## src/rtl/sdac_pkg.sv

```systemverilog
package sdac_pkg;

    localparam int SAMPLE_W   = 16;
    localparam int CHANNELS   = 2;
    localparam int FRAME_BITS = CHANNELS * SAMPLE_W;

    typedef logic [SAMPLE_W-1:0] sample_t;

    typedef enum logic {
        CH_LEFT  = 1'b0,
        CH_RIGHT = 1'b1
    } chan_e;

    typedef struct packed {
        sample_t right;
        sample_t left;
    } pair_t;

    function automatic chan_e next_chan(chan_e c);
        return (c == CH_LEFT) ? CH_RIGHT : CH_LEFT;
    endfunction

    function automatic sample_t pick_word(pair_t p, int ch);
        return (ch == 0) ? p.left : p.right;
    endfunction

endpackage

```

## src/rtl/sdac_bitclk.sv

```systemverilog
module sdac_bitclk #(
    parameter int DIV_HALF = 4
) (
    input  logic clk,
    input  logic rst,
    output logic bclk,
    output logic fall_tick
);
    localparam int CW = (DIV_HALF > 1) ? $clog2(DIV_HALF) : 1;
    localparam logic [CW-1:0] LAST = CW'(DIV_HALF - 1);

    logic [CW-1:0] cnt;
    logic          wrap;

    assign wrap = (cnt == LAST);

    always_ff @(posedge clk) begin
        if (rst) begin
            cnt  <= '0;
            bclk <= 1'b0;
        end else if (wrap) begin
            cnt  <= '0;
            bclk <= ~bclk;
        end else begin
            cnt  <= cnt + 1'b1;
        end
    end

    // this edge turns bclk from high to low
    assign fall_tick = wrap & bclk;

endmodule

```

## src/rtl/sdac_sequencer.sv

```systemverilog
module sdac_sequencer
    import sdac_pkg::*;
#(
    parameter int WORD_W = SAMPLE_W
) (
    input  logic  clk,
    input  logic  rst,
    input  logic  fall_tick,
    output chan_e phase,
    output logic  shift_l,
    output logic  shift_r,
    output logic  load,
    output logic  new_sample
);
    localparam int SW = (WORD_W > 1) ? $clog2(WORD_W) : 1;
    localparam logic [SW-1:0] LAST_SLOT = SW'(WORD_W - 1);

    logic [SW-1:0] slot;
    logic          half_end;

    assign half_end = (slot == LAST_SLOT);
    assign load     = fall_tick & half_end & (phase == CH_RIGHT);
    assign shift_l  = fall_tick & ~half_end & (phase == CH_LEFT);
    assign shift_r  = fall_tick & ~half_end & (phase == CH_RIGHT);

    always_ff @(posedge clk) begin
        if (rst) begin
            slot       <= '0;
            phase      <= CH_LEFT;
            new_sample <= 1'b0;
        end else begin
            new_sample <= load;
            if (fall_tick) begin
                if (half_end) begin
                    slot  <= '0;
                    phase <= next_chan(phase);
                end else begin
                    slot  <= slot + 1'b1;
                end
            end
        end
    end

endmodule

```

## src/rtl/sdac_holdreg.sv

```systemverilog
module sdac_holdreg
    import sdac_pkg::*;
(
    input  logic  clk,
    input  logic  rst,
    input  logic  wr,
    input  pair_t wr_pair,
    output pair_t next_pair
);
    pair_t hold;

    always_ff @(posedge clk) begin
        if (rst) begin
            hold <= '0;
        end else if (wr) begin
            hold <= wr_pair;
        end
    end

    // a write coinciding with the frame load is taken directly
    assign next_pair = wr ? wr_pair : hold;

endmodule

```

## src/rtl/sdac_shifter.sv

```systemverilog
module sdac_shifter
    import sdac_pkg::*;
(
    input  logic                clk,
    input  logic                rst,
    input  logic                load,
    input  pair_t               load_pair,
    input  logic [CHANNELS-1:0] shift_en,
    output logic [CHANNELS-1:0] msb
);
    genvar ch;
    generate
        for (ch = 0; ch < CHANNELS; ch++) begin : g_chan
            sample_t sr;

            always_ff @(posedge clk) begin
                if (rst) begin
                    sr <= '0;
                end else if (load) begin
                    sr <= pick_word(load_pair, ch);
                end else if (shift_en[ch]) begin
                    sr <= {sr[SAMPLE_W-2:0], 1'b0};
                end
            end

            assign msb[ch] = sr[SAMPLE_W-1];
        end
    endgenerate

endmodule

```

## src/rtl/stereo_ser_dac.sv

```systemverilog
module stereo_ser_dac
    import sdac_pkg::*;
#(
    parameter int DIV_HALF = 4
) (
    input  logic                clk,
    input  logic                rst,
    input  logic                smp_valid,
    input  logic [SAMPLE_W-1:0] smp_left,
    input  logic [SAMPLE_W-1:0] smp_right,
    output logic                dac_bclk,
    output logic                dac_lrclk,
    output logic                dac_sdata,
    output logic                smp_req
);
    logic                fall_tick;
    chan_e               phase;
    logic                shift_l;
    logic                shift_r;
    logic                load;
    pair_t               wr_pair;
    pair_t               next_pair;
    logic [CHANNELS-1:0] msb;

    assign wr_pair.left  = smp_left;
    assign wr_pair.right = smp_right;

    sdac_bitclk #(.DIV_HALF(DIV_HALF)) u_bitclk (
        .clk      (clk),
        .rst      (rst),
        .bclk     (dac_bclk),
        .fall_tick(fall_tick)
    );

    sdac_sequencer #(.WORD_W(SAMPLE_W)) u_seq (
        .clk       (clk),
        .rst       (rst),
        .fall_tick (fall_tick),
        .phase     (phase),
        .shift_l   (shift_l),
        .shift_r   (shift_r),
        .load      (load),
        .new_sample(smp_req)
    );

    sdac_holdreg u_hold (
        .clk      (clk),
        .rst      (rst),
        .wr       (smp_valid),
        .wr_pair  (wr_pair),
        .next_pair(next_pair)
    );

    sdac_shifter u_shift (
        .clk      (clk),
        .rst      (rst),
        .load     (load),
        .load_pair(next_pair),
        .shift_en ({shift_r, shift_l}),
        .msb      (msb)
    );

    assign dac_lrclk = (phase == CH_RIGHT);
    assign dac_sdata = (phase == CH_RIGHT) ? msb[1] : msb[0];

endmodule

```

## config.mk

```make
export PLATFORM = sky130hd
export DESIGN_NAME = stereo_ser_dac
export DESIGN_NICKNAME = d
export VERILOG_FILES = /design/src/rtl/sdac_pkg.sv /design/src/rtl/sdac_bitclk.sv /design/src/rtl/sdac_sequencer.sv /design/src/rtl/sdac_holdreg.sv /design/src/rtl/sdac_shifter.sv /design/src/rtl/stereo_ser_dac.sv
export SDC_FILE = /design/constraint.sdc
export NUM_CORES = 1
export LEC_CHECK = 0
export BUFFER_PORTS_ARGS = -buffer_cell sky130_fd_sc_hd__buf_2
export CORE_ASPECT_RATIO = 0.75
export CORE_MARGIN = 2
export CORE_UTILIZATION = 51
export CTS_CLUSTER_DIAMETER = 100
export CTS_CLUSTER_SIZE = 16
export DETAILED_ROUTE_END_ITERATION = 10
export GPL_ROUTABILITY_DRIVEN = 0
export PLACE_DENSITY = 0.85
export SYNTH_ARGS = -nofsm -noshare
export SYNTH_HDL_FRONTEND = slang
export SYNTH_SLANG_ARGS = --single-unit
```

## constraint.sdc

```tcl
create_clock -name clk -period 1.6 [get_ports clk]
set_clock_uncertainty 0.05 [all_clocks]
set_input_delay 0.16 -clock clk [delete_from_list [all_inputs] [get_ports clk]]
set_output_delay 0.16 -clock clk [all_outputs]
set_load 0.01 [all_outputs]
```

==> metrics, run 1 <==
status=complete, but fails checks; violated checks=negative setup slack; Power per Cell Area=991 nW/um2; fill cell count=between 400 and 500; Worst Setup SP=u_seq.slot[0]$_SDFFE_PP0P_; Final ANT Viol Nets=0; Die Y=70.1 um; io pins=39; Clock power frac=40.7%; Pint=~2.7 mW; top-count cell post-synth=dfxtp_1; Synth area leaders=dfxtp_1, mux2i_1, mux2_2, nand2_1, nor2_1; Synth Area in Adders=less than 1%; global-route usage over all layers=between 20% and 30%; Critical Path Start Type=register; Leak=between 1 and 1.5 nW; CTS buffer count=9; number of flops mapped to enable cells by yosys=0; clock buffer depth=2; simple logic cell fraction of the synthesized area=18.3%; Mapped Avg Cell Area=~9.7 um2; actual slew at the worst max-slew pin=0.431 ns; P_sw=0.858 mW; worst setup path class=register to register; clk slew on worst S/H paths=approximately 0.080 ns; crit path DAT=approximately 1.8 ns; total wire length=6020 um; initial antenna violation count=0; initial drt markers=between 150 and 200; crit end category=register; crit-path max FO=15; Tmin final=roughly 1.6 ns; clk root buf=clkbuf_8; flops & latches, synth=73; sequential share of power=a little over half; register area share after synthesis=around half; Core ar.=5710 um2; clk_lat worst skew=about 0.36 ns; DRT Pass-1 Iters=4; Final Hold Vio Count=0; largest family of logic cells by synthesized area=simple AND/OR/NAND/NOR gates; diode count=0; switching share of total power=24.0%; DRC viols=0; compound-cell area share of the yosys netlist=a little over an eighth; asr flop ratio synth=0%; final worst setup slack=-0.0252 ns; Vias=around 2300; RSZ-0062 raised after global routing=true; die area=around 6500 um2; Mapped Cells=305; Overall Power=3.58 mW; Top FF cell, synth=dfxtp_1; Port Buffer Count=38; largest net degree at the start of global routing=45; hold_sp=smp_left[5]; nets=between 300 and 400; mapped cell area=a little under 3000 um2; syn nets=342; Comb power frac=6.5%; Max-Cap Viols=0; Area growth, synth to finish=21.7%; final setup violation count=9; row cnt=24; Clock Sinks=73; Overflow after GRT=0; pre-CTS setup slack=-0.0241 ns; area leader, netlist=dfxtp_1; Worst VDD drop=around 0.00068 V; htree depth=3; Crit path required time=1.79 ns; global-route wire length before repair=~10000 um; initial core utilization=between 50% and 60%; Final HPWL DP=between 3000 and 4000 um; most frequent cells after synthesis=dfxtp_1, nand2_1, nor2_1; Die X=roughly 92 um; vias in the first global route=between 2000 and 2500; synth warn=0; Max Slew Vio Count=0; post-synthesis cell type count=33; Hold WC Path Type=input pin to register; mux share of post-synthesis cell area=between 10% and 20%; share of cells above drive strength 1=between 30% and 40%; post-synth top area share=about half; vias per std cell=around 5.2; f_max=~0.62 GHz; wire length per cell=13.9 um; Slew HR=71.3%; worst r2r src=u_seq.slot[0]$_SDFFE_PP0P_; fin crit share=102%; CTS tree=yes; XOR/XNOR Fraction of Synth Area=0.590%
final cells by class:
class                      instances  area (um2)  area share, %
tap                               78        97.6           2.70
timing repair buffer              55         350           9.70
clock buffer                       9         124           3.43
multi-input combinational        210        1490           41.2
inverter                           1        3.75          0.104
clock inverter                     7        77.6           2.15
sequential                        73        1470           40.7
per-layer routing:
layer	track usage (%)	vias up	wire (um)
met5	0	-	0
met4	6.30	0	103
met3	8.52	11	319
met2	31.7	57	2840
met1	26.2	1048	2750
li1	-	1157	-
power by group through the flow:
stage | registers, mW | clock network, mW | logic (mW)
after floorplan | 1.93 | 0 | 0.150
after global placement | 1.93 | 0 | 0.222
after detailed placement | 1.93 | 0 | 0.227
after CTS | 1.89 | 1.49 | 0.231
after global routing | 1.90 | 1.57 | 0.262
final | 1.89 | 1.46 | 0.232
registers in the layout, indices dropped and copies added, names as in the netlist:
signal	count
u_seq.slot	4
u_hold.hold	32
u_seq.phase	1
u_shift.g_chan.sr	32
u_bitclk.bclk	1
u_seq.new_sample	1
u_bitclk.cnt	2
repair_timing:
item	in CTS	in global routing
setup endpoints to repair	6	18
hold buffers	0	0
gates resized for setup	5	13
buffers inserted	2	2
gates cloned	1	0
pin swaps	2	8
critical path, stage by stage, from the launching register on:
cell and delay, ns:
dfxtp_4 0.37, ha_4 0.18, nand3_4 0.14, mux2i_4 0.35, buf_4 0.30, o22ai_1 0.12
cells in the final DEF, fill, tap and decap left out, drive strengths merged:
master	n
a311oi	1
nand3b	1
nor3b	1
a32o	1
a22oi	14
a2bb2oi	1
nor2	37
mux2	14
buf	55
bufinv	1
inv	4
o32ai	10
clkinv	2
ha	2
xor2	1
and3	13
clkinvlp	1
and2	14
dfxtp	73
or3	1
nor3	2
nor4	1
o21ai	9
a21oi	12
nand2	40
o22ai	5
clkbuf	9
mux2i	25
xnor2	1
nand3	4
final timing paths:
path / endpoint / slack [ns] / depth (start not counted)
min reg2reg: u_shift.g_chan[1].sr[5]$_SDFFE_PP0P_ / 0.40 / 2
max: u_shift.g_chan[0].sr[15]$_SDFFE_PP0P_ / -0.03 / 5
max reg2reg: u_shift.g_chan[0].sr[15]$_SDFFE_PP0P_ / -0.03 / 5
min: u_hold.hold[5]$_SDFF_PP0_ / 0.009 / 3
metrics by stage:
stage	utilization (%)	cells	setup TNS (ns)	instance area [um2]	hold WS [ns]
floorplan	-	305	0	2970	0.270
global placement	57.5	412	0	3280	0.363
detailed placement	57.5	412	-0.0293	3280	0.373
CTS	61.8	431	-0.0144	3530	0.00389
global route	63.3	433	-0.695	3610	0.00723
finish	63.3	433	-0.0628	3610	0.00851
logic make-up after synthesis:
kind of cell               count (synthesis)
adders and majority gates                  2
AOI/OAI and AO/OA                         53
DFF                                       73
and+or+nand+nor                          113
xor gates and xnor gates                   2
buffers and inverters                     23
muxes                                     39
Note: power is estimated with default switching activity, not from simulation.
==> run 2: changes to the inputs <==
--- a/config.mk
+++ b/config.mk
@@ -13,6 +13,7 @@
 export CTS_CLUSTER_SIZE = 16
 export DETAILED_ROUTE_END_ITERATION = 10
 export GPL_ROUTABILITY_DRIVEN = 0
+export GPL_TIMING_DRIVEN = 0
 export PLACE_DENSITY = 0.85
 export SYNTH_ARGS = -nofsm -noshare
 export SYNTH_HDL_FRONTEND = slang
==> run 2 against run 1 <==
- the flow still finishes with violations (negative setup slack)
- setup slack worse by 0.014 ns
- first-iteration DRC count down 4.2%
- cell area up 1.9%
- critical path type unchanged
- sequential share of layout area down 0.76 points
- sequential power about the same
- via count up 5.2%
==> metrics, run 2 (synthesized netlist as in run 1, its figures left out) <==
diode count=0; Crit path required time=around 1.8 ns; final worst setup slack=-0.0395 ns; final std cells w/o fill=between 400 and 500; sequential share of power=54.1%; status=complete, but fails checks; Critical Path Start Type=register; Clock power frac=about two fifths; initial core utilization=52.0%; Pint=between 2 and 3 mW; Power per Cell Area=951 nW/um2; total wire length=around 6500 um; Comb power frac=about 7.0%; actual slew at the worst max-slew pin=about 0.54 ns; Max Slew Vio Count=0; worst setup path class=register to register; largest net degree at the start of global routing=14; CTS tree=yes; Final ANT Viol Nets=0; final setup violation count=9; Final HPWL DP=4150 um; Final Hold Vio Count=0; global-route usage over all layers=about a fifth; R2R Setup Slk=-0.04 ns; DRC viols=0; crit end category=register; Core ar.=5710 um2; Area growth, synth to finish=24.0%; Clock Sinks=73; initial drt markers=~160; htree depth=3; global-route wire length before repair=approximately 10000 um; Overflow after GRT=0; crit path DAT=around 1.9 ns; Slew HR=a little under two thirds; CTS buffer count=9; Final Cell Area=3680 um2; clk slew on worst S/H paths=roughly 0.08 ns; storage element area=between 1000 and 1500 um2; vias in the first global route=roughly 2100; nets=roughly 400; f_max=0.610 GHz; Worst VDD drop=slightly above 0.0005 V; switching share of total power=between 20% and 30%; largest registers=u_hold.hold x32, u_shift.g_chan.sr x32, u_seq.slot x4; Vias=2391; wire length per cell=between 10 and 15 um; Hold WS=around 0.011 ns; hold_sp=smp_left[10]; hold path depth=3; share of cells above drive strength 1=roughly a third; commonest non-fill, non-tap cell in the layout=dfxtp_1; Overall Power=between 3 and 4 mW; Worst Setup SP=u_bitclk.cnt[0]$_SDFF_PP0_; violated checks=negative setup slack; worst r2r src=u_bitclk.cnt[0]$_SDFF_PP0_; commonest cells after routing, fill and taps aside=dfxtp_1, buf_2, nand2_1; RSZ-0062 raised after global routing=true; RR Endpoint=u_shift.g_chan[0].sr[8]$_SDFFE_PP0P_; Leak=1.47 nW; die area=roughly 6500 um2; Die Y=approximately 70 um; dpl cells=419; DRT Pass-1 Iters=4; Tmin final=1.64 ns; clock buffer depth=2; io pins=39; crit-path max FO=7; vias per std cell=~5.4; area post-placement=roughly 3300 um2; clk_lat worst skew=about 0.35 ns; fin crit share=102%; hold buffers post-CTS=0; Max-Cap Viols=0; Die X=between 90 and 100 um; P_sw=roughly 0.85 mW; fill cell count=~440; Hold Path Sink=u_hold.hold[10]$_SDFF_PP0_; Reg2Reg Depth=7; Hold WC Path Type=input pin to register; area of the multi-input gates=1500 um2; row cnt=24; clk root buf=clkbuf_8; Port Buffer Count=36; initial antenna violation count=0
[run 2: repair_timing]
| action | CTS | global route |
|---|---|---|
| buffers inserted | 6 | 4 |
| setup endpoints to repair | 34 | 33 |
| resized for setup | 12 | 26 |
| cloned | 0 | 1 |
| endpoints found under the hold margin | 0 | 0 |
| pin swaps | 2 | 11 |
[run 2: power by group through the flow]
stage	clock network, mW	logic, mW	registers, mW
2_1_floorplan	0	0.150	1.93
3_3_place_gp	0	0.219	1.93
3_5_place_dp	0	0.226	1.93
4_1_cts	1.39	0.234	1.89
5_1_grt	1.47	0.272	1.90
6_report	1.36	0.245	1.89
[run 2: critical path, stage by stage (launching register included)]
cell     delay, ns
dfxtp_2       0.36
ha_4          0.13
buf_6         0.11
nand3_4       0.15
mux2i_4       0.25
nand2_4       0.14
buf_8         0.16
o32ai_2       0.19
[run 2: final cells by class]
| cell class | count | area share [%] |
|---|---|---|
| multi-input combinational | 209 | 40.9 |
| clock inverter | 5 | 1.02 |
| tap | 78 | 2.65 |
| clock buffer | 11 | 4.11 |
| buffer | 21 | 3.60 |
| inverter | 1 | 0.102 |
| sequential | 73 | 39.9 |
| timing repair buffer | 47 | 7.72 |
[run 2: worst max-delay path by stage]
stage / end / slack, ns
final: u_shift.g_chan[0].sr[8]$_SDFFE_PP0P_ / -0.04
after floorplan: u_shift.g_chan[0].sr[6]$_SDFFE_PP0P_ / 0.01
after detailed placement: u_shift.g_chan[0].sr[3]$_SDFFE_PP0P_ / -0.19
after global placement: u_shift.g_chan[0].sr[14]$_SDFFE_PP0P_ / -0.14
after CTS: u_shift.g_chan[0].sr[8]$_SDFFE_PP0P_ / -0.009
after global routing: u_shift.g_chan[0].sr[11]$_SDFFE_PP0P_ / -0.10
[run 2: layer usage]
metal  global-route usage (%)  part of all wire, %  vias up
met1                     26.6                   45     1128
met2                     30.5                   47       68
li1                         -                    -     1184
met3                     6.90                  6.0       11
met4                     6.47                  1.3        0
met5                        0                    0        -
[run 2: metrics by stage]
stage               util, %  worst slack, ns  TNS [ns]
floorplan                 -           0.0123         0
global placement       57.0           -0.142     -2.81
detailed placement     57.0           -0.189     -4.16
CTS                    61.6         -0.00871  -0.00871
global route           64.5           -0.101     -1.42
finish                 64.5          -0.0395    -0.148
==> run 3: changes to the inputs <==
--- a/config.mk
+++ b/config.mk
@@ -8,13 +8,13 @@
 export BUFFER_PORTS_ARGS = -buffer_cell sky130_fd_sc_hd__buf_2
 export CORE_ASPECT_RATIO = 0.75
 export CORE_MARGIN = 2
-export CORE_UTILIZATION = 51
+export CORE_UTILIZATION = 60
 export CTS_CLUSTER_DIAMETER = 100
 export CTS_CLUSTER_SIZE = 16
 export DETAILED_ROUTE_END_ITERATION = 10
 export GPL_ROUTABILITY_DRIVEN = 0
 export GPL_TIMING_DRIVEN = 0
-export PLACE_DENSITY = 0.85
+export PLACE_DENSITY = 0.92
 export SYNTH_ARGS = -nofsm -noshare
 export SYNTH_HDL_FRONTEND = slang
 export SYNTH_SLANG_ARGS = --single-unit
==> constraint.sdc (replaced) <==
create_clock -name clk -period 2 [get_ports clk]
set_clock_uncertainty 0.05 [all_clocks]
set_input_delay 0.2 -clock clk [delete_from_list [all_inputs] [get_ports clk]]
set_output_delay 0.2 -clock clk [all_outputs]
set_load 0.01 [all_outputs]
==> run 3 against run 2 <==
- the run now ends clean
- via count increased by 1.9%
- clock power shrank 19%
- global-route usage grew 5.5 points
- clock-buffer cell count unchanged
- combinational power down 25%
- largest cell class is now sequential cells
==> metrics, run 3 (synthesized netlist as in run 1, its figures left out) <==
Max Slew Vio Count=0; area post-placement=roughly 3200 um2; initial drt markers=270; clk_lat worst skew=about 0.36 ns; fin crit share=between 90 and 100%; clk root buf=clkbuf_8; global-route wire length before repair=10900 um; commonest cells after routing, fill and taps aside=dfxtp_1, buf_2, nand2_1; share of cells above drive strength 1=about a quarter; nets=between 300 and 400; die area=around 5500 um2; Area growth, synth to finish=15.3%; initial core utilization=61.6%; initial antenna violation count=0; DRC viols=0; total wire length=approximately 6700 um; Vias=2436; diode count=0; fill cell count=341; Slew HR=a little over three fifths; clock buffer depth=2; RSZ-0062 raised after global routing=false; CTS buffer count=9; crit-path max FO=10; Core ar.=4820 um2; io pins=39; final setup violation count=0; Hold WC Path Type=input pin to register; htree depth=3; Tmin final=roughly 1.8 ns; Die X=approximately 85 um; vias in the first global route=2345; Final Cell Area=about 3400 um2; clk slew on worst S/H paths=~0.080 ns; worst setup path class=register to register; commonest non-fill, non-tap cell in the layout=dfxtp_1; vias per std cell=around 5.8; row cnt=22; Final HPWL DP=4430 um; Port Buffer Count=36; largest net degree at the start of global routing=14; Final Hold Vio Count=0; CTS tree=yes; global-route usage over all layers=25.5%; actual slew at the worst max-slew pin=between 0.5 and 0.6 ns; wire length per cell=approximately 16 um; Crit path required time=2.23 ns; largest registers=u_hold.hold x32, u_shift.g_chan.sr x32, u_seq.slot x4; Setup TNS=0 ns; f_max=0.544 GHz; crit end category=register; Overflow after GRT=0; status=finished clean; Leak=1.39 nW; Clock Sinks=73; DRT Pass-1 Iters=5; Power per Cell Area=slightly above 800 nW/um2; Die Y=64.9 um; Final ANT Viol Nets=0; Critical Path Start Type=register; crit path DAT=slightly above 2 ns; R2R Setup Slk=0.16 ns; Worst VDD drop=about 0.00054 V; Max-Cap Viols=0
==> run 3: path summary, 6_finish.rpt <==
path | startpoint | end | cells after the start
worst max register to register | u_bitclk.cnt[0]$_SDFF_PP0_ | u_shift.g_chan[0].sr[6]$_SDFFE_PP0P_ | 7
worst min-delay path | smp_left[4] | u_hold.hold[4]$_SDFF_PP0_ | 3
worst max-delay path | u_bitclk.cnt[0]$_SDFF_PP0_ | u_shift.g_chan[0].sr[6]$_SDFFE_PP0P_ | 7
worst min register to register | u_bitclk.cnt[0]$_SDFF_PP0_ | u_bitclk.cnt[0]$_SDFF_PP0_ | 1
==> run 3: layer usage <==
layer	global-route usage [%]	vias to the layer above	wire length, um
li1	-	1163	-
met1	31.5	1137	2830
met2	41.2	111	3140
met3	8.92	25	539
met4	9.33	0	171
met5	0	-	0
==> run 3: stage by stage <==
stage	utilization (%)	power, mW	hold slack, ns	worst slack, ns	instances
floorplan	-	1.66	0.310	0.379	305
detailed placement	66.9	1.73	0.367	0.121	401
CTS	70.9	2.80	0.0396	0.0428	417
global route	71.1	2.89	0.0560	0.00784	417
global placement	66.9	1.72	0.364	0.218	401
finish	71.1	2.79	0.0407	0.161	417
==> run 3: worst max-delay path, stage by stage, from the launching register on <==
cell	delay [ns]
dfxtp_1	0.33
ha_1	0.13
buf_2	0.19
nand3_4	0.18
mux2i_4	0.34
nand2_4	0.12
buf_6	0.16
o32ai_2	0.25
==> run 3: cell type report <==
type / instances / area [um2] / area share, %
Sequential cell: 73 / 1460 / 42.7
Clock buffer: 11 / 151 / 4.42
Buffer: 22 / 109 / 3.18
Multi-Input combinational cell: 209 / 1410 / 41.1
Inverter: 1 / 3.75 / 0.110
Clock inverter: 5 / 37.5 / 1.10
Timing Repair Buffer: 36 / 180 / 5.26
Tap cell: 60 / 75.1 / 2.19
==> run 3: timing repair <==
action	4_1_cts	5_1_grt
setup endpoints to repair	0	12
hold buffers	0	0
setup buffers	0	0
gates resized for setup	0	6
==> run 3: power by group <==
part           switching, mW  internal [mW]
registers             0.0155           1.50
logic                 0.0955         0.0870
clock network          0.572          0.524
total                  0.683           2.11
